`config.mk`:
```
export PLATFORM = sky130hd
export DESIGN_NAME = ata_taskfile_dev
export DESIGN_NICKNAME = d
export VERILOG_FILES = /design/src/rtl/ata_tf_pkg.sv /design/src/rtl/ata_tf_cmd_engine.sv /design/src/rtl/ata_tf_drive.sv /design/src/rtl/ata_taskfile_dev.sv
export SDC_FILE = /design/constraint.sdc
export NUM_CORES = 1
export LEC_CHECK = 0
export BUFFER_PORTS_ARGS = -buffer_cell sky130_fd_sc_hd__buf_2
export CAP_MARGIN = 20
export CORE_MARGIN = 3
export CORE_UTILIZATION = 30
export DETAILED_ROUTE_END_ITERATION = 6
export GPL_TIMING_DRIVEN = 1
export SYNTH_ARGS = -nofsm -noshare
export SYNTH_HDL_FRONTEND = slang
export SYNTH_SLANG_ARGS = --single-unit
```
`constraint.sdc`:
```
create_clock -name clk -period 2.55 [get_ports clk]
set_clock_uncertainty 0.1 [all_clocks]
set_input_delay 0.255 -clock clk [delete_from_list [all_inputs] [get_ports clk]]
set_output_delay 0.255 -clock clk [all_outputs]
set_load 0.01 [all_outputs]
```
`src/rtl/ata_tf_pkg.sv`:
```
package ata_tf_pkg;

    localparam int NUM_DRIVES = 2;
    localparam int TF_REGS    = 4;

    typedef enum logic [2:0] {
        OFS_DATA    = 3'd0,
        OFS_ERROR   = 3'd1,
        OFS_COUNT   = 3'd2,
        OFS_LBA_LO  = 3'd3,
        OFS_LBA_MID = 3'd4,
        OFS_LBA_HI  = 3'd5,
        OFS_DEVSEL  = 3'd6,
        OFS_CMDSTAT = 3'd7
    } tf_ofs_e;

    typedef struct packed {
        logic err;
        logic df;
        logic drq;
    } drv_flags_t;

    typedef struct packed {
        logic valid;
        logic err;
        logic df;
        logic xfer;
    } cmd_done_t;

    localparam logic [7:0] DEVSEL_RESET   = 8'hA0;
    localparam logic [7:0] STATUS_IN_SRST = 8'h80;
    localparam logic [7:0] ERRREG_ABORT   = 8'h04;
    localparam logic [7:0] ERRREG_DIAG    = 8'h01;

    function automatic logic [7:0] status_byte(logic bsy, drv_flags_t f);
        return {bsy, ~bsy, f.df, 1'b0, f.drq, 2'b00, f.err};
    endfunction

    function automatic logic [7:0] reset_signature(int idx);
        return (idx < 2) ? 8'h01 : 8'h00;
    endfunction

endpackage

```
`src/rtl/ata_tf_cmd_engine.sv`:
```
module ata_tf_cmd_engine
    import ata_tf_pkg::*;
#(
    parameter int         LATENCY   = 8,
    parameter logic [7:0] CMD_ABORT = 8'h00,
    parameter logic [7:0] CMD_FAULT = 8'hFE,
    parameter logic [7:0] CMD_XFER  = 8'h20
) (
    input  logic       clk,
    input  logic       rst,
    input  logic       srst,
    input  logic       start,
    input  logic       start_drv,
    input  logic [7:0] cmd,
    output logic       busy,
    output logic       busy_drv,
    output cmd_done_t  done
);
    localparam int CW = $clog2(LATENCY + 1);
    localparam logic [CW-1:0] CNT_LOAD = CW'(LATENCY - 1);

    logic [CW-1:0] cnt_q;
    logic [7:0]    cmd_q;

    always_ff @(posedge clk) begin
        if (rst) begin
            busy     <= 1'b0;
            busy_drv <= 1'b0;
            cnt_q    <= '0;
            cmd_q    <= '0;
        end else if (srst) begin
            busy  <= 1'b0;
            cnt_q <= '0;
        end else if (start) begin
            busy     <= 1'b1;
            busy_drv <= start_drv;
            cnt_q    <= CNT_LOAD;
            cmd_q    <= cmd;
        end else if (busy) begin
            if (cnt_q == '0) busy <= 1'b0;
            else             cnt_q <= cnt_q - 1'b1;
        end
    end

    always_comb begin
        done.valid = busy && (cnt_q == '0) && !srst;
        done.err   = (cmd_q == CMD_ABORT);
        done.df    = (cmd_q == CMD_FAULT) && (cmd_q != CMD_ABORT);
        done.xfer  = (cmd_q == CMD_XFER);
    end

    // the top must never start a command over a running one
    assert_no_restart_R5: assert property (@(posedge clk) disable iff (rst)
        start |-> !busy);
    // an accepted start makes the engine busy on the next cycle
    assert_start_busy_R5: assert property (@(posedge clk) disable iff (rst)
        (start && !srst) |=> busy);

endmodule

```
`src/rtl/ata_tf_drive.sv`:
```
module ata_tf_drive
    import ata_tf_pkg::*;
(
    input  logic                     clk,
    input  logic                     rst,
    input  logic                     srst,
    input  logic                     tf_we,
    input  logic [1:0]               tf_idx,
    input  logic [7:0]               wdata,
    input  logic                     nien_we,
    input  logic                     nien_in,
    input  logic                     cmd_start,
    input  cmd_done_t                done,
    input  logic                     done_hit,
    output logic [TF_REGS-1:0][7:0]  tf_rd,
    output logic [7:0]               errreg,
    output drv_flags_t               flags,
    output logic                     nien
);
    always_ff @(posedge clk) begin
        if (rst) begin
            tf_rd  <= '0;
            errreg <= '0;
            flags  <= '0;
        end else if (srst) begin
            for (int i = 0; i < TF_REGS; i++) tf_rd[i] <= reset_signature(i);
            errreg <= ERRREG_DIAG;
            flags  <= '0;
        end else begin
            if (tf_we) tf_rd[tf_idx] <= wdata;
            if (cmd_start) begin
                flags <= '0;
            end else if (done.valid && done_hit) begin
                flags.err <= done.err;
                flags.df  <= done.df;
                flags.drq <= done.xfer && !done.err && !done.df;
                if (done.err) errreg <= ERRREG_ABORT;
            end
        end
    end

    always_ff @(posedge clk) begin
        if (rst)          nien <= 1'b0;
        else if (nien_we) nien <= nien_in;
    end

    // the mask only moves on a write aimed at this drive
    assert_nien_hold_R4: assert property (@(posedge clk) disable iff (rst)
        !nien_we |=> $stable(nien));
    // at most one ending flag at a time
    assert_flags_excl_R6: assert property (@(posedge clk) disable iff (rst)
        $onehot0({flags.err, flags.df, flags.drq}));

endmodule

```
`src/rtl/ata_taskfile_dev.sv`:
```
module ata_taskfile_dev
    import ata_tf_pkg::*;
#(
    parameter int         LATENCY   = 8,
    parameter logic [7:0] CMD_ABORT = 8'h00,
    parameter logic [7:0] CMD_FAULT = 8'hFE,
    parameter logic [7:0] CMD_XFER  = 8'h20
) (
    input  logic       clk,
    input  logic       rst,
    input  logic       slave_present,
    input  logic       host_ctl,
    input  logic [2:0] host_addr,
    input  logic       host_wr,
    input  logic       host_rd,
    input  logic [7:0] host_wdata,
    output logic [7:0] host_rdata,
    output logic       irq_out
);
    logic [7:0] devsel_q;
    logic       srst_q;
    logic       irq_pend_q;

    logic sel, tgt, present;
    assign sel     = devsel_q[4];
    assign tgt     = sel & slave_present;
    assign present = ~sel | slave_present;

    logic       blk_wr, ctl_wr, is_tf, cmd_start, stat_rd_clr;
    logic [1:0] tf_idx;
    assign blk_wr = host_wr & ~host_ctl;
    assign ctl_wr = host_wr & host_ctl;
    assign is_tf  = (host_addr >= OFS_COUNT) && (host_addr <= OFS_LBA_HI);
    assign tf_idx = host_addr[1:0] - 2'd2;

    logic      eng_busy, eng_drv;
    cmd_done_t eng_done;

    assign cmd_start   = blk_wr && (host_addr == OFS_CMDSTAT) && present
                         && !eng_busy && !srst_q;
    assign stat_rd_clr = host_rd && !host_ctl && (host_addr == OFS_CMDSTAT)
                         && present && (eng_drv == sel);

    logic [TF_REGS-1:0][7:0] tf_rd  [NUM_DRIVES];
    logic [7:0]              errreg [NUM_DRIVES];
    drv_flags_t              flg    [NUM_DRIVES];
    logic                    nien   [NUM_DRIVES];

    for (genvar d = 0; d < NUM_DRIVES; d++) begin : g_drv
        ata_tf_drive u_drive (
            .clk       (clk),
            .rst       (rst),
            .srst      (srst_q),
            .tf_we     (blk_wr && is_tf && !srst_q && (tgt == 1'(d))),
            .tf_idx    (tf_idx),
            .wdata     (host_wdata),
            .nien_we   (ctl_wr && present && (sel == 1'(d))),
            .nien_in   (host_wdata[1]),
            .cmd_start (cmd_start && (sel == 1'(d))),
            .done      (eng_done),
            .done_hit  (eng_drv == 1'(d)),
            .tf_rd     (tf_rd[d]),
            .errreg    (errreg[d]),
            .flags     (flg[d]),
            .nien      (nien[d])
        );
    end

    ata_tf_cmd_engine #(
        .LATENCY   (LATENCY),
        .CMD_ABORT (CMD_ABORT),
        .CMD_FAULT (CMD_FAULT),
        .CMD_XFER  (CMD_XFER)
    ) u_engine (
        .clk       (clk),
        .rst       (rst),
        .srst      (srst_q),
        .start     (cmd_start),
        .start_drv (sel),
        .cmd       (host_wdata),
        .busy      (eng_busy),
        .busy_drv  (eng_drv),
        .done      (eng_done)
    );

    always_ff @(posedge clk) begin
        if (rst) begin
            devsel_q   <= DEVSEL_RESET;
            srst_q     <= 1'b0;
            irq_pend_q <= 1'b0;
        end else begin
            if (ctl_wr) srst_q <= host_wdata[2];
            if (srst_q)
                devsel_q <= DEVSEL_RESET;
            else if (blk_wr && host_addr == OFS_DEVSEL)
                devsel_q <= host_wdata;
            if (srst_q)
                irq_pend_q <= 1'b0;
            else if (eng_done.valid && !eng_done.err && !eng_done.df)
                irq_pend_q <= 1'b1;
            else if (cmd_start || stat_rd_clr)
                irq_pend_q <= 1'b0;
        end
    end

    logic [7:0] sel_status, shown_status;
    assign sel_status   = srst_q ? STATUS_IN_SRST
                                 : status_byte(eng_busy && (eng_drv == sel), flg[sel]);
    assign shown_status = present ? sel_status : 8'h00;

    always_comb begin
        if (host_ctl) begin
            host_rdata = shown_status;
        end else begin
            unique case (host_addr)
                OFS_DATA:    host_rdata = 8'h00;
                OFS_ERROR:   host_rdata = errreg[tgt];
                OFS_DEVSEL:  host_rdata = devsel_q;
                OFS_CMDSTAT: host_rdata = shown_status;
                default:     host_rdata = tf_rd[tgt][tf_idx];
            endcase
        end
    end

    assign irq_out = irq_pend_q && !nien[eng_drv] && (eng_drv == sel);

    // an error or fault ending leaves the interrupt low
    assert_err_quiet_R6: assert property (@(posedge clk) disable iff (rst)
        (eng_done.valid && (eng_done.err || eng_done.df)) |=> !irq_out);
    // leaving software reset always leaves the master selected
    assert_srst_master_R3: assert property (@(posedge clk) disable iff (rst)
        srst_q |=> !devsel_q[4]);
    // an absent selected slave shows a zero status
    assert_absent_zero_R8: assert property (@(posedge clk) disable iff (rst)
        (host_rd && !slave_present && devsel_q[4]
         && (host_ctl || host_addr == OFS_CMDSTAT)) |-> (host_rdata == 8'h00));
    // an alternate status read keeps a pending interrupt visible
    assert_alt_keep_R7: assert property (@(posedge clk) disable iff (rst)
        (host_rd && host_ctl && !host_wr && !srst_q && irq_out) |=> irq_out);

endmodule

```
-- Yosys cells after proc, flatten, opt, wreduce, memory -nomap -nowiden
Cells that the tools add are included.
- eq/ne operators: 9
- add/sub/neg operators: 2
- bitwise operators: 16
- mux-type cells: 42
- reductions and logical operators: 61
- $lt $le $gt $ge: 7
- operator list (kind ; count):
    two-way mux 32 bit ; 3
    bitwise mux 32 bit ; 2
    two-way mux 8 bit ; 7
    two-way mux 9 bit ; 4
    logical AND 1 bit ; 32
    case mux 8 bit (4 select lines) ; 1
    two-way mux 3 bit ; 7
    binary-select mux 8 bit (select 2 bit) ; 1
    demux 8 bit (select 2 bit) ; 1
    two-way mux 1 bit ; 16
    nonzero test 2 bit ; 7
    AND reduction 3 bit ; 4
    inverter 1 bit ; 9
    OR reduction 3 bit ; 3
    equality test 8 x 6 -> 1 bit (second input constant) ; 1
    equality test 8 bit (second input constant) ; 1
    zero test 8 bit ; 1
    nonzero test 8 bit ; 1
    equality test 3 bit (second input constant) ; 2
    >= comparator 2 bit (second input constant) ; 3
    zero test 1 bit ; 6
    != test 2 bit (second input constant) ; 3
    inverter 1 -> 2 bit ; 3
    AND reduction 2 bit ; 3
    14 further kinds ; 16
- word-level logic and storage cells: 169
- output and inout bits: 9
- register bits after elaboration: 100

-- Longest topological paths before layout
Gate-level depths: netlist (run 1).
- depth in word-level cells: 9
- depth in mapped cells: 8
- gate-level depth less buffers: 7

-- By module
From an unflattened synthesis (run 1), not the netlist that was laid out.
- cell total of the unflattened synthesis: 540
- area total of the unflattened synthesis: 5026.1 um^2
- by module, submodules not included (module ; times used ; sequential area each (um^2) ; area an instance (um^2) ; cells each):
    ata_tf_drive ; 2 ; 760.7 ; 1426.4 ; 138
    ata_taskfile_dev ; 1 ; 200.2 ; 1561.5 ; 187
    ata_tf_cmd_engine ; 1 ; 280.3 ; 611.8 ; 77

-- Worst setup path before layout (run 1)
No wires, ideal clock.
- kind: input to output
- from: input host_addr[0]
- to: output host_rdata[6]
- data arrival time: 1705 ps
- buffers on the path: 3
- stages: 8
- required time: 2195 ps
- setup slack: 490 ps
- cell sequence: buf_2 > buf_2 > clkbuf_1 > mux2i_1 > nor2_1 > o21ai_0 > o21ai_0 > a22o_1
- word-level cells in the longest chain between the ends: 5
- elaborated cells between the ends (all ways): 9
- those cells by class: add/sub (1); eq/ne (3); mux (4); reduce/logical (1)
- ends and longest elaborated chain (what ; RTL line ; RTL):
    start, declared ; ata_taskfile_dev.sv:13 ; input logic [2:0] host_addr,
    subtractor 2 bit ; ata_taskfile_dev.sv:34 ; assign tf_idx = host_addr[1:0] - 2'd2;
    binary-select mux 8 bit (select 2 bit) ; ata_taskfile_dev.sv:120 ; default: host_rdata = tf_rd[tgt][tf_idx];
    two-way mux 8 bit (not written as such) ; ata_taskfile_dev.sv:120 ;
    case mux 8 bit (4 select lines) (*) ; ata_taskfile_dev.sv:115 ; unique case (host_addr)
    two-way mux 8 bit (*) ; ata_taskfile_dev.sv:112 ; if (host_ctl) begin
    end, declared ; ata_taskfile_dev.sv:17 ; output logic [7:0] host_rdata,
Mark *: on every way between the ends. The rest lies on a longest branch, timed or not. The select of a mux whose other input is x is not followed.

-- Worst setup path in the final report (run 1)
- from: register devsel_q[4]
- to: output host_rdata[7]
- word-level cells in the longest chain between the ends: 9
- elaborated cells between the ends (all ways): 15
- those cells by class: eq/ne (1); mux (9); bitwise (4); reduce/logical (1)
- ends and longest elaborated chain (what ; RTL line ; RTL):
    start, declared ; ata_taskfile_dev.sv:20 ; logic [7:0] devsel_q;
    start signal, assigned ; ata_taskfile_dev.sv:96 ; devsel_q <= host_wdata;
    bitwise AND 1 bit ; ata_taskfile_dev.sv:26 ; assign tgt = sel & slave_present;
    inverter 1 -> 2 bit (not written as such) ; ata_taskfile_dev.sv:120 ;
    two-way mux 32 bit (not written as such) (3 in series) ; ata_taskfile_dev.sv:120 ;
    binary-select mux 8 bit (select 2 bit) ; ata_taskfile_dev.sv:120 ;
    two-way mux 8 bit (not written as such) ; ata_taskfile_dev.sv:120 ;
    case mux 8 bit (4 select lines) ; ata_taskfile_dev.sv:115 ;
    two-way mux 8 bit (*) ; ata_taskfile_dev.sv:112 ;
Marked as above.

==> results of run 1 <==
sequential cells by signal, indices dropped and copies added, names as in the netlist:
signal and flops:
devsel_q 8, g_drv.u_drive.errreg 4, g_drv.u_drive.flags 6, g_drv.u_drive.nien 2
g_drv.u_drive.tf_rd 64, irq_pend_q 1, srst_q 1, u_engine.busy 1
u_engine.busy_drv 1, u_engine.cmd_q 8, u_engine.cnt_q 4
how the worst min path moves through the flow:
stage          cells past startpoint                                      end                                     from  slack, ns
2_1_floorplan                      2  g_drv[0].u_drive.tf_rd[11]$_SDFFE_PP0P_                            host_wdata[3]       0.30
3_3_place_gp                       2  g_drv[1].u_drive.errreg[2]$_SDFFE_PP0P_  g_drv[1].u_drive.errreg[2]$_SDFFE_PP0P_       0.34
3_5_place_dp                       2  g_drv[0].u_drive.errreg[2]$_SDFFE_PP0P_  g_drv[0].u_drive.errreg[2]$_SDFFE_PP0P_       0.35
4_1_cts                            3                 devsel_q[0]$_SDFFE_PP0P_                            host_wdata[0]       0.15
5_1_grt                            3                 devsel_q[0]$_SDFFE_PP0P_                            host_wdata[0]       0.17
6_report                           3                 devsel_q[0]$_SDFFE_PP0P_                            host_wdata[0]       0.17
synth_stat cells (all sizes together) (3+ instances only):
cell	instances
dfxtp	100
clkbuf	30
nor2b	4
nand4	6
mux2	4
nand2b	3
mux4	9
nor4	5
a22o	4
a21oi	41
buf	6
nor2	53
inv	10
xnor2	3
nand3	54
o21ai	44
mux2i	45
nand2	59
nor3	10
logic make-up after synthesis:
| family | share of synthesized area, % |
|---|---|
| muxes | 15.62 |
| adders and majority gates | 0.5597 |
| DFF | 44.78 |
| xor gates and xnor gates | 0.7838 |
| buffers and inverters | 4.142 |
| AOI/OAI and AO/OA | 12.79 |
| and+or+nand+nor | 21.33 |
worst max-delay path: cells and delay by family, from the launching register on:
| kind | cells | cell delay [ns] |
|---|---|---|
| flops | 1 | 0.32 |
| simple gates | 1 | 0.27 |
| compound gates | 2 | 0.39 |
| mux | 1 | 0.31 |
| buf+inv | 2 | 0.36 |
layout make-up:
| type | count | area (um2) | share of cell area (%) |
|---|---|---|---|
| clock buffers | 10 | 239.0 | 4.604 |
| clock inverters | 5 | 100.1 | 1.928 |
| inverters | 10 | 37.54 | 0.7231 |
| multi-input cells | 373 | 2287 | 44.06 |
| flip-flops and latches | 100 | 2002 | 38.56 |
| well taps | 180 | 225.2 | 4.338 |
| repair buffers | 45 | 300.3 | 5.785 |
through the flow:
| stage | instance area [um2] | hold WS (ns) | power [W] | cells |
|---|---|---|---|---|
| after global routing | 5191 | 0.1682 | 0.003488 | 723 |
| after floorplan | 4471 | 0.2989 | 0.001773 | 519 |
| final | 5191 | 0.1683 | 0.003376 | 723 |
| after global placement | 4851 | 0.3376 | 0.001860 | 708 |
| after CTS | 5190 | 0.1451 | 0.003407 | 723 |
| after detailed placement | 4851 | 0.3509 | 0.001864 | 708 |
what timing repair did:
item                       CTS  global route
setup buffers                0             0
gates resized for setup      0             1
setup endpoints to repair    0             1
hold buffers                 0             0
power breakdown:
part / internal (W) / switching [W] / leakage (nW)
Clock: 0.000977 / 0.000567 / 0.168
Sequential: 0.00158 / 0.0000123 / 0.807
Combinational: 0.0000781 / 0.000163 / 1.06
Total: 0.00263 / 0.000742 / 2.04
per-layer routing:
| layer | routed length [um] | track usage [%] |
|---|---|---|
| met5 | 0 | 0 |
| met2 | 5618 | 23.81 |
| met4 | 284 | 6.554 |
| met3 | 782 | 3.833 |
| met1 | 5715 | 20.65 |
==> impl_metrics.tcl, run 1 <==
set metrics [dict create \
    grt_pass1_vias 3700 \
    fin_crit_sh_pct 91.65 \
    syn_area_um2 4471 \
    syn_nets 538 \
    worstSetupStartpointType "flip-flop" \
    die_area_um2 16400 \
    antenna_found_initial 0 \
    drtIter0Drc 337 \
    cellLeakagePower_nw 2.039 \
    nFillCells 1423 \
    synthTopCellsByArea "dfxtp_1 (45%), mux2i_1 (10%), nand3_1 (6.0%)" \
    wl_mm 12.40 \
    max_freq_ghz 0.4279 \
    hpwl_mm 8.959 \
    grt_pass1_wl_mm 19.91 \
    slowest_delay_ns 0.32 \
    gp_congestion 0.9042 \
    dieWidth_um 128.1 \
    crit_type "flip-flop to primary output" \
    reg2reg_to "g_drv[0].u_drive.tf_rd[23]$_SDFFE_PP0P_" \
    firstDrtPassIters 5 \
    antenna_left 0 \
    core_area_um2 14200 \
    diodes 0 \
    power_density_nw_per_um2 650.4 \
    place_ws_ns 0.2605 \
    holdCritPathClass "primary input to flip-flop" \
    finish.utilization_pct 36.55 \
    slew_headroom_pct 43.70 \
    slowest_stage "dfxtp_1" \
    setup.worst_path.end "host_rdata[7]" \
    cp_data_required_time_ns 2.19 \
    num_rows 43 \
    drv_slew 0 \
    setup_tns_ns 0 \
    yosysWarnings 0 \
    clock_latency_ns 0.34 \
    grt_max_degree 43 \
    layout_min_cycle_time_ns 2.337 \
    vias 3905 \
    r2r_slack_ns 0.40 \
    netlist_instances 519 \
    drc 0 \
    ys_ff_latch 100 \
    finalHoldViolCount 0 \
    num-nets-final 558 \
    critical_path.endpoint_type "primary output" \
    avgSynthCellArea_um2 8.614 \
    tightest_slew_ns 0.8444 \
    start_util_pct 31.47 \
    status "finished clean" \
    mostFrequentLayoutCell "dfxtp_1" \
    startpoint "devsel_q[4]$_SDFFE_PP0P_" \
    cts_sinks 100 \
    worstPathArrival_ns 1.98 \
    layout_common_cells "dfxtp_1 (100), nand2_1 (59), nand3_1 (54), nor2_1 (52), mux2i_1 (45)" \
    r2r-start "devsel_q[4]$_SDFFE_PP0P_" \
    ctsLongestPathBuffers 2 \
    synthFlopType "dfxtp_1" \
    path_cells "and2_2, buf_4, mux2i_1, o221ai_1, a21o_1, buf_2" \
    rsz0062_at_grt "no" \
    detail_route.wl_per_cell_um 17.15 \
    synth_top_area_share_pct 44.78 \
    cts_tree "built" \
    h-tree-depth 3 \
    fin_ws_ns 0.2130 \
    worstPathMaxFanout 9 \
    die_h_um 128.1 \
    cts_buffers 9 \
    synth-edff-count 0 \
    finalSetupViolations 0 \
    drive_above_1_share_pct 14.18 \
    io_pins 26 \
    grt-ovfl-total 0 \
    numPortBuffers 25 \
    clk_pin_slew_worst_paths_ns 0.07 \
    drv_cap 0 \
    grt_use_total_pct 15.46 \
    area_growth_pct 16.12 \
    cts_root_buf "clkbuf_16" \
    async_flop_share_pct 0 \
    vias_per_cell 5.401 \
    peakVddDrop_v 0.0003822 \
    synth-seq-area-share_pct 44.78 \
    yosysTopAreaCell "dfxtp_1" \
    rr_worst_depth 6 \
    synth.distinct_cells 43 \
]
No activity file was read; power rests on OpenSTA's default activity.
==> run 2: changes to the inputs <==
--- a/config.mk
+++ b/config.mk
@@ -11,6 +11,7 @@
 export CORE_UTILIZATION = 30
 export DETAILED_ROUTE_END_ITERATION = 6
 export GPL_TIMING_DRIVEN = 1
+export SETUP_SLACK_MARGIN = 0.3
 export SYNTH_ARGS = -nofsm -noshare
 export SYNTH_HDL_FRONTEND = slang
 export SYNTH_SLANG_ARGS = --single-unit
==> run 2 against run 1 <==
Register-to-register slack better by 0.09 ns. Cell count stayed put. Core utilization is 0.19 points higher. Critical endpoint unchanged.
==> impl_metrics.tcl, run 2 (synthesized netlist as in run 1, its figures left out) <==
set metrics [dict create \
    status "finished clean" \
    worstPathMaxFanout 9 \
    firstDrtPassIters 5 \
    grt_max_degree 43 \
    ctsLongestPathBuffers 2 \
    finish.utilization_pct 36.74 \
    drive_above_1_share_pct 14.92 \
    holdCritPathClass "primary input to flip-flop" \
    crit_type "flip-flop to primary output" \
    die_h_um 128.1 \
    dp_cells 708 \
    start_util_pct 31.47 \
    clock_latency_ns 0.34 \
    max_freq_ghz 0.4490 \
    layout_common_cells "dfxtp_1 (100), nand2_1 (58), nand3_1 (54), nor2_1 (52), mux2i_1 (44)" \
    clk_pin_slew_worst_paths_ns 0.07 \
    core_area_um2 14200 \
    cts_root_buf "clkbuf_16" \
    fin_cells 723 \
    gp_congestion 0.9042 \
    detail_route.wl_per_cell_um 17.31 \
    num-nets-final 558 \
    antenna_found_initial 0 \
    vias 3895 \
    numPortBuffers 25 \
    largest_reg_flops 64 \
    io_pins 26 \
    mostFrequentLayoutCell "dfxtp_1" \
    peakVddDrop_v 0.0003815 \
    drv_cap 0 \
    dieWidth_um 128.1 \
    final-seq-area_um2 2002 \
    reg_top3 "g_drv.u_drive.tf_rd: 64 flops, devsel_q: 8 flops, u_engine.cmd_q: 8 flops" \
    critical_path.endpoint_type "primary output" \
    drtIter0Drc 344 \
    power_density_nw_per_um2 648.2 \
    worstSetupStartpointType "flip-flop" \
    cellLeakagePower_nw 2.044 \
    h-tree-depth 3 \
    ctsHoldBuffers 0 \
    cts_sinks 100 \
    cts_tree "built" \
    num_rows 43 \
    nFillCells 1422 \
    finalSetupViolations 0 \
    drv_slew 0 \
    diodes 0 \
    rsz0062_at_grt "yes" \
    multiInputGateArea_um2 2305 \
    vias_per_cell 5.387 \
    regMostFlops "g_drv.u_drive.tf_rd" \
    fin_crit_sh_pct 87.33 \
    grt-ovfl-total 0 \
    antenna_left 0 \
    area_growth_pct 16.74 \
    setup_tns_ns 0 \
    grt_use_total_pct 15.46 \
    wl_mm 12.52 \
    worstPathArrival_ns 1.87 \
    finalHoldViolCount 0 \
    cts_buffers 9 \
    grt_pass1_wl_mm 19.89 \
    tightest_slew_ns 0.8484 \
    layout_min_cycle_time_ns 2.227 \
    die_area_um2 16400 \
    slew_headroom_pct 43.44 \
    cp_data_required_time_ns 2.19 \
    drc 0 \
    grt_pass1_vias 3686 \
    hpwl_mm 8.959 \
]
==> run 2: cell types whose count changed in the layout (fill, tap and decap cells not counted), sizes merged <==
cell	before	now
clkbuf	10	11
buf	45	44
==> run 2: path summary, 6_finish.rpt <==
path / depth (start not counted) / endpoint / start / slack (ns)
max: 6 / host_rdata[7] / devsel_q[4]$_SDFFE_PP0P_ / 0.32
min: 3 / devsel_q[0]$_SDFFE_PP0P_ / host_wdata[0] / 0.17
max reg2reg: 8 / g_drv[1].u_drive.tf_rd[13]$_SDFFE_PP0P_ / devsel_q[4]$_SDFFE_PP0P_ / 0.49
min reg2reg: 2 / g_drv[1].u_drive.flags[2]$_SDFFE_PP0P_ / g_drv[1].u_drive.flags[2]$_SDFFE_PP0P_ / 0.36
==> run 2: worst max-delay path, cell delays in order (launching register included) <==
cell,delay [ns]
dfxtp_1,0.33
and2_4,0.22
buf_6,0.16
mux2i_1,0.30
o221ai_1,0.17
a21o_1,0.22
buf_2,0.14
==> run 2: routing by layer <==
metal	GRT usage (%)	part of all wire [%]	routed length [um]
met1	20.62	46	5768
met2	24.12	46	5705
met3	3.833	6.1	761
met4	5.993	2.3	282
met5	0	0	0
==> run 2: report_power, final <==
group	internal (W)	leakage (nW)	switching, W
Clock	0.000977	0.168	0.000571
Combinational	0.0000795	1.07	0.000164
Sequential	0.00158	0.807	0.0000125
Total	0.00264	2.04	0.000748
==> run 2: what timing repair did <==
action / in CTS / in global routing
setup buffers: 0 / 0
resized for setup: 4 / 7
endpoints found under the setup margin: 6 / 16
cloned: 0 / 0
==> run 2: per-stage QoR <==
| step | power [W] | hold WS, ns | setup WS (ns) | cell area, um2 |
|---|---|---|---|---|
| after CTS | 0.003408 | 0.1451 | 0.2416 | 5194 |
| final | 0.003383 | 0.1669 | 0.3230 | 5219 |
| after global placement | 0.001860 | 0.3376 | 0.3405 | 4851 |
| after global routing | 0.003492 | 0.1682 | 0.2573 | 5219 |
| after floorplan | 0.001773 | 0.2989 | 0.4901 | 4471 |
| after detailed placement | 0.001864 | 0.3509 | 0.2605 | 4851 |
==> run 2: area by class of cell <==
| type | instances | share of cell area (%) |
|---|---|---|
| inverter | 10 | 0.7193 |
| clock inverter | 5 | 1.918 |
| timing repair buffer | 45 | 5.946 |
| sequential | 100 | 38.36 |
| tap | 180 | 4.316 |
| clock buffer | 10 | 4.579 |
| multi-input combinational | 373 | 44.16 |
==> run 3: changes to the inputs <==
==> constraint.sdc (replaced) <==
create_clock -name clk -period 2.3 [get_ports clk]
set_clock_uncertainty 0.1 [all_clocks]
set_input_delay 0.23 -clock clk [delete_from_list [all_inputs] [get_ports clk]]
set_output_delay 0.23 -clock clk [all_outputs]
set_load 0.01 [all_outputs]
==> run 3 against run 2 <==
Wire length rose by 2.7%. Via count rose by 1.0%. Clock power rose by 6%. Core utilization rose by 1.9 points. Count of clock-buffer cells in the layout rose by 1. Register-to-register slack got worse by 0.16 ns.
==> impl_metrics.tcl, run 3 (synthesized netlist as in run 1, its figures left out) <==
set metrics [dict create \
    status "finished clean" \
    cts_root_buf "clkbuf_16" \
    fin_crit_sh_pct 94.18 \
    finalSetupViolations 0 \
    num_rows 43 \
    drc 0 \
    firstDrtPassIters 5 \
    cp.depth 7 \
    crit_type "flip-flop to primary output" \
    num-nets-final 572 \
    cts_tree "built" \
    drv_cap 0 \
    hpwl_mm 8.732 \
    clk_pin_slew_worst_paths_ns 0.06 \
    cpLargestDelayFamily "buffers and inverters" \
    layout_common_cells "dfxtp_1 (98), nand2_1 (54), nor2_1 (52), nand3_1 (52), mux2i_1 (44)" \
    ctsHoldBuffers 0 \
    cts_buffers 9 \
    drive_above_1_share_pct 20.65 \
    fin_cells 737 \
    finalHoldViolCount 0 \
    mostFrequentLayoutCell "dfxtp_1" \
    largest_reg_flops 64 \
    max_freq_ghz 0.4617 \
    hold_depth 3 \
    peakVddDrop_v 0.0003224 \
    worstPathArrival_ns 1.84 \
    path_cells "and2_4, buf_12, buf_12, mux4_2, a22oi_2, a21oi_1, buf_2" \
    reg_top3 "g_drv.u_drive.tf_rd: 64 flops, devsel_q: 8 flops, u_engine.cmd_q: 8 flops" \
    diodes 0 \
    vias_per_cell 5.339 \
    worstSetupStartpointType "flip-flop" \
    numPortBuffers 25 \
    core_area_um2 14200 \
    grt-ovfl-total 0 \
    ctsLongestPathBuffers 2 \
    drv_slew 0 \
    dp_cells 711 \
    die_h_um 128.1 \
    layout_min_cycle_time_ns 2.166 \
    rr_worst_depth 5 \
    grt_max_degree 46 \
    nFillCells 1416 \
    cts_sinks 100 \
    dieWidth_um 128.1 \
    clock_latency_ns 0.34 \
    holdCritPathClass "primary input to flip-flop" \
    slew_headroom_pct 68.50 \
    grt_pass1_wl_mm 19.93 \
    hold_ws_ns 0.1227 \
    cellLeakagePower_nw 2.140 \
    finish.utilization_pct 38.62 \
    cp_data_required_time_ns 1.97 \
    wl_mm 12.86 \
    vias 3935 \
    io_pins 26 \
    critical_path.endpoint_type "primary output" \
    gp_congestion 0.8299 \
    area_growth_pct 22.70 \
    antenna_found_initial 0 \
    slowest_delay_ns 0.33 \
    start_util_pct 31.47 \
    die_area_um2 16400 \
    cp_common_cell "buf_12" \
    worstPathMaxFanout 7 \
    grt_use_total_pct 15.50 \
    regMostFlops "g_drv.u_drive.tf_rd" \
    antenna_left 0 \
    setup_tns_ns 0 \
    slowest_stage "mux4_2" \
    rsz0062_at_grt "yes" \
    path_buf_inv 3 \
    detail_route.wl_per_cell_um 17.45 \
    tightest_slew_ns 0.4725 \
    power_density_nw_per_um2 675.0 \
    grt_pass1_vias 3723 \
    r2r_slack_ns 0.33 \
    drtIter0Drc 329 \
    h-tree-depth 3 \
]
==> run 3: cell types whose count changed in the layout (fill, tap and decap cells not counted), sizes merged <==
| cell | delta |
|---|---|
| buf | +11 |
| bufbuf | +1 |
| bufinv | -1 |
| clkbuf | +3 |
| clkinv | -1 |
| clkinvlp | +2 |
| inv | -1 |
==> run 3: path summary, 6_finish.rpt <==
check                                         start                                 endpoint
max                        devsel_q[4]$_SDFFE_PP0P_                            host_rdata[2]
min                                   host_wdata[3]                 devsel_q[3]$_SDFFE_PP0P_
max reg2reg                u_engine.busy$_SDFF_PP0_  g_drv[1].u_drive.errreg[0]$_SDFFE_PP0P_
min reg2reg  g_drv[0].u_drive.flags[2]$_SDFFE_PP0P_   g_drv[0].u_drive.flags[2]$_SDFFE_PP0P_
==> run 3: where the power goes <==
| group | leakage, nW | switching [W] | internal, W |
|---|---|---|---|
| Clock | 0.158 | 0.000632 | 0.00100 |
| Sequential | 0.808 | 0.0000134 | 0.00175 |
| Combinational | 1.17 | 0.000193 | 0.000109 |
| Total | 2.14 | 0.000838 | 0.00286 |
==> run 3: cell type report <==
| class | instances | area [um2] | share of cell area (%) |
|---|---|---|---|
| clock buffers | 11 | 252.7 | 4.608 |
| clock inverters | 4 | 72.57 | 1.323 |
| inverters | 10 | 41.29 | 0.7527 |
| multi-input cells | 373 | 2376 | 43.32 |
| flip-flops and latches | 100 | 2004 | 36.54 |
| well taps | 180 | 225.2 | 4.106 |
| repair buffers | 59 | 513.0 | 9.352 |
==> run 3: timing repair <==
| action | in CTS | in global routing |
|---|---|---|
| setup endpoints to repair | 33 | 33 |
| hold endpoints to repair | 0 | 0 |
| buffers inserted | 3 | 5 |
| resized for setup | 24 | 13 |
| pin swaps | 6 | 3 |
| gates cloned | 1 | 2 |
==> run 3: worst reg2reg max path: cells and delay by family, from the launching register on <==
family	cells	cell delay, ns
simple gates	4	1.09
flops	1	0.47
compound gates	1	0.18
==> run 3: stage by stage <==
step	total power, W	setup WS (ns)	cell area, um2
4_1_cts	0.003706	0.1375	5351
6_report	0.003703	0.1339	5485
3_3_place_gp	0.002065	0.2030	4886
3_5_place_dp	0.002067	0.1673	4886
2_1_floorplan	0.001966	0.3223	4473
5_1_grt	0.003822	0.09509	5485
==> run 3: routing by layer <==
metal,track usage (%),part of all wire [%],vias to the layer above
li1,-,-,1903
met1,20.98,45,1862
met2,24.09,45,142
met5,0,0,-
met4,6.679,3.3,0
met3,3.000,6.7,28
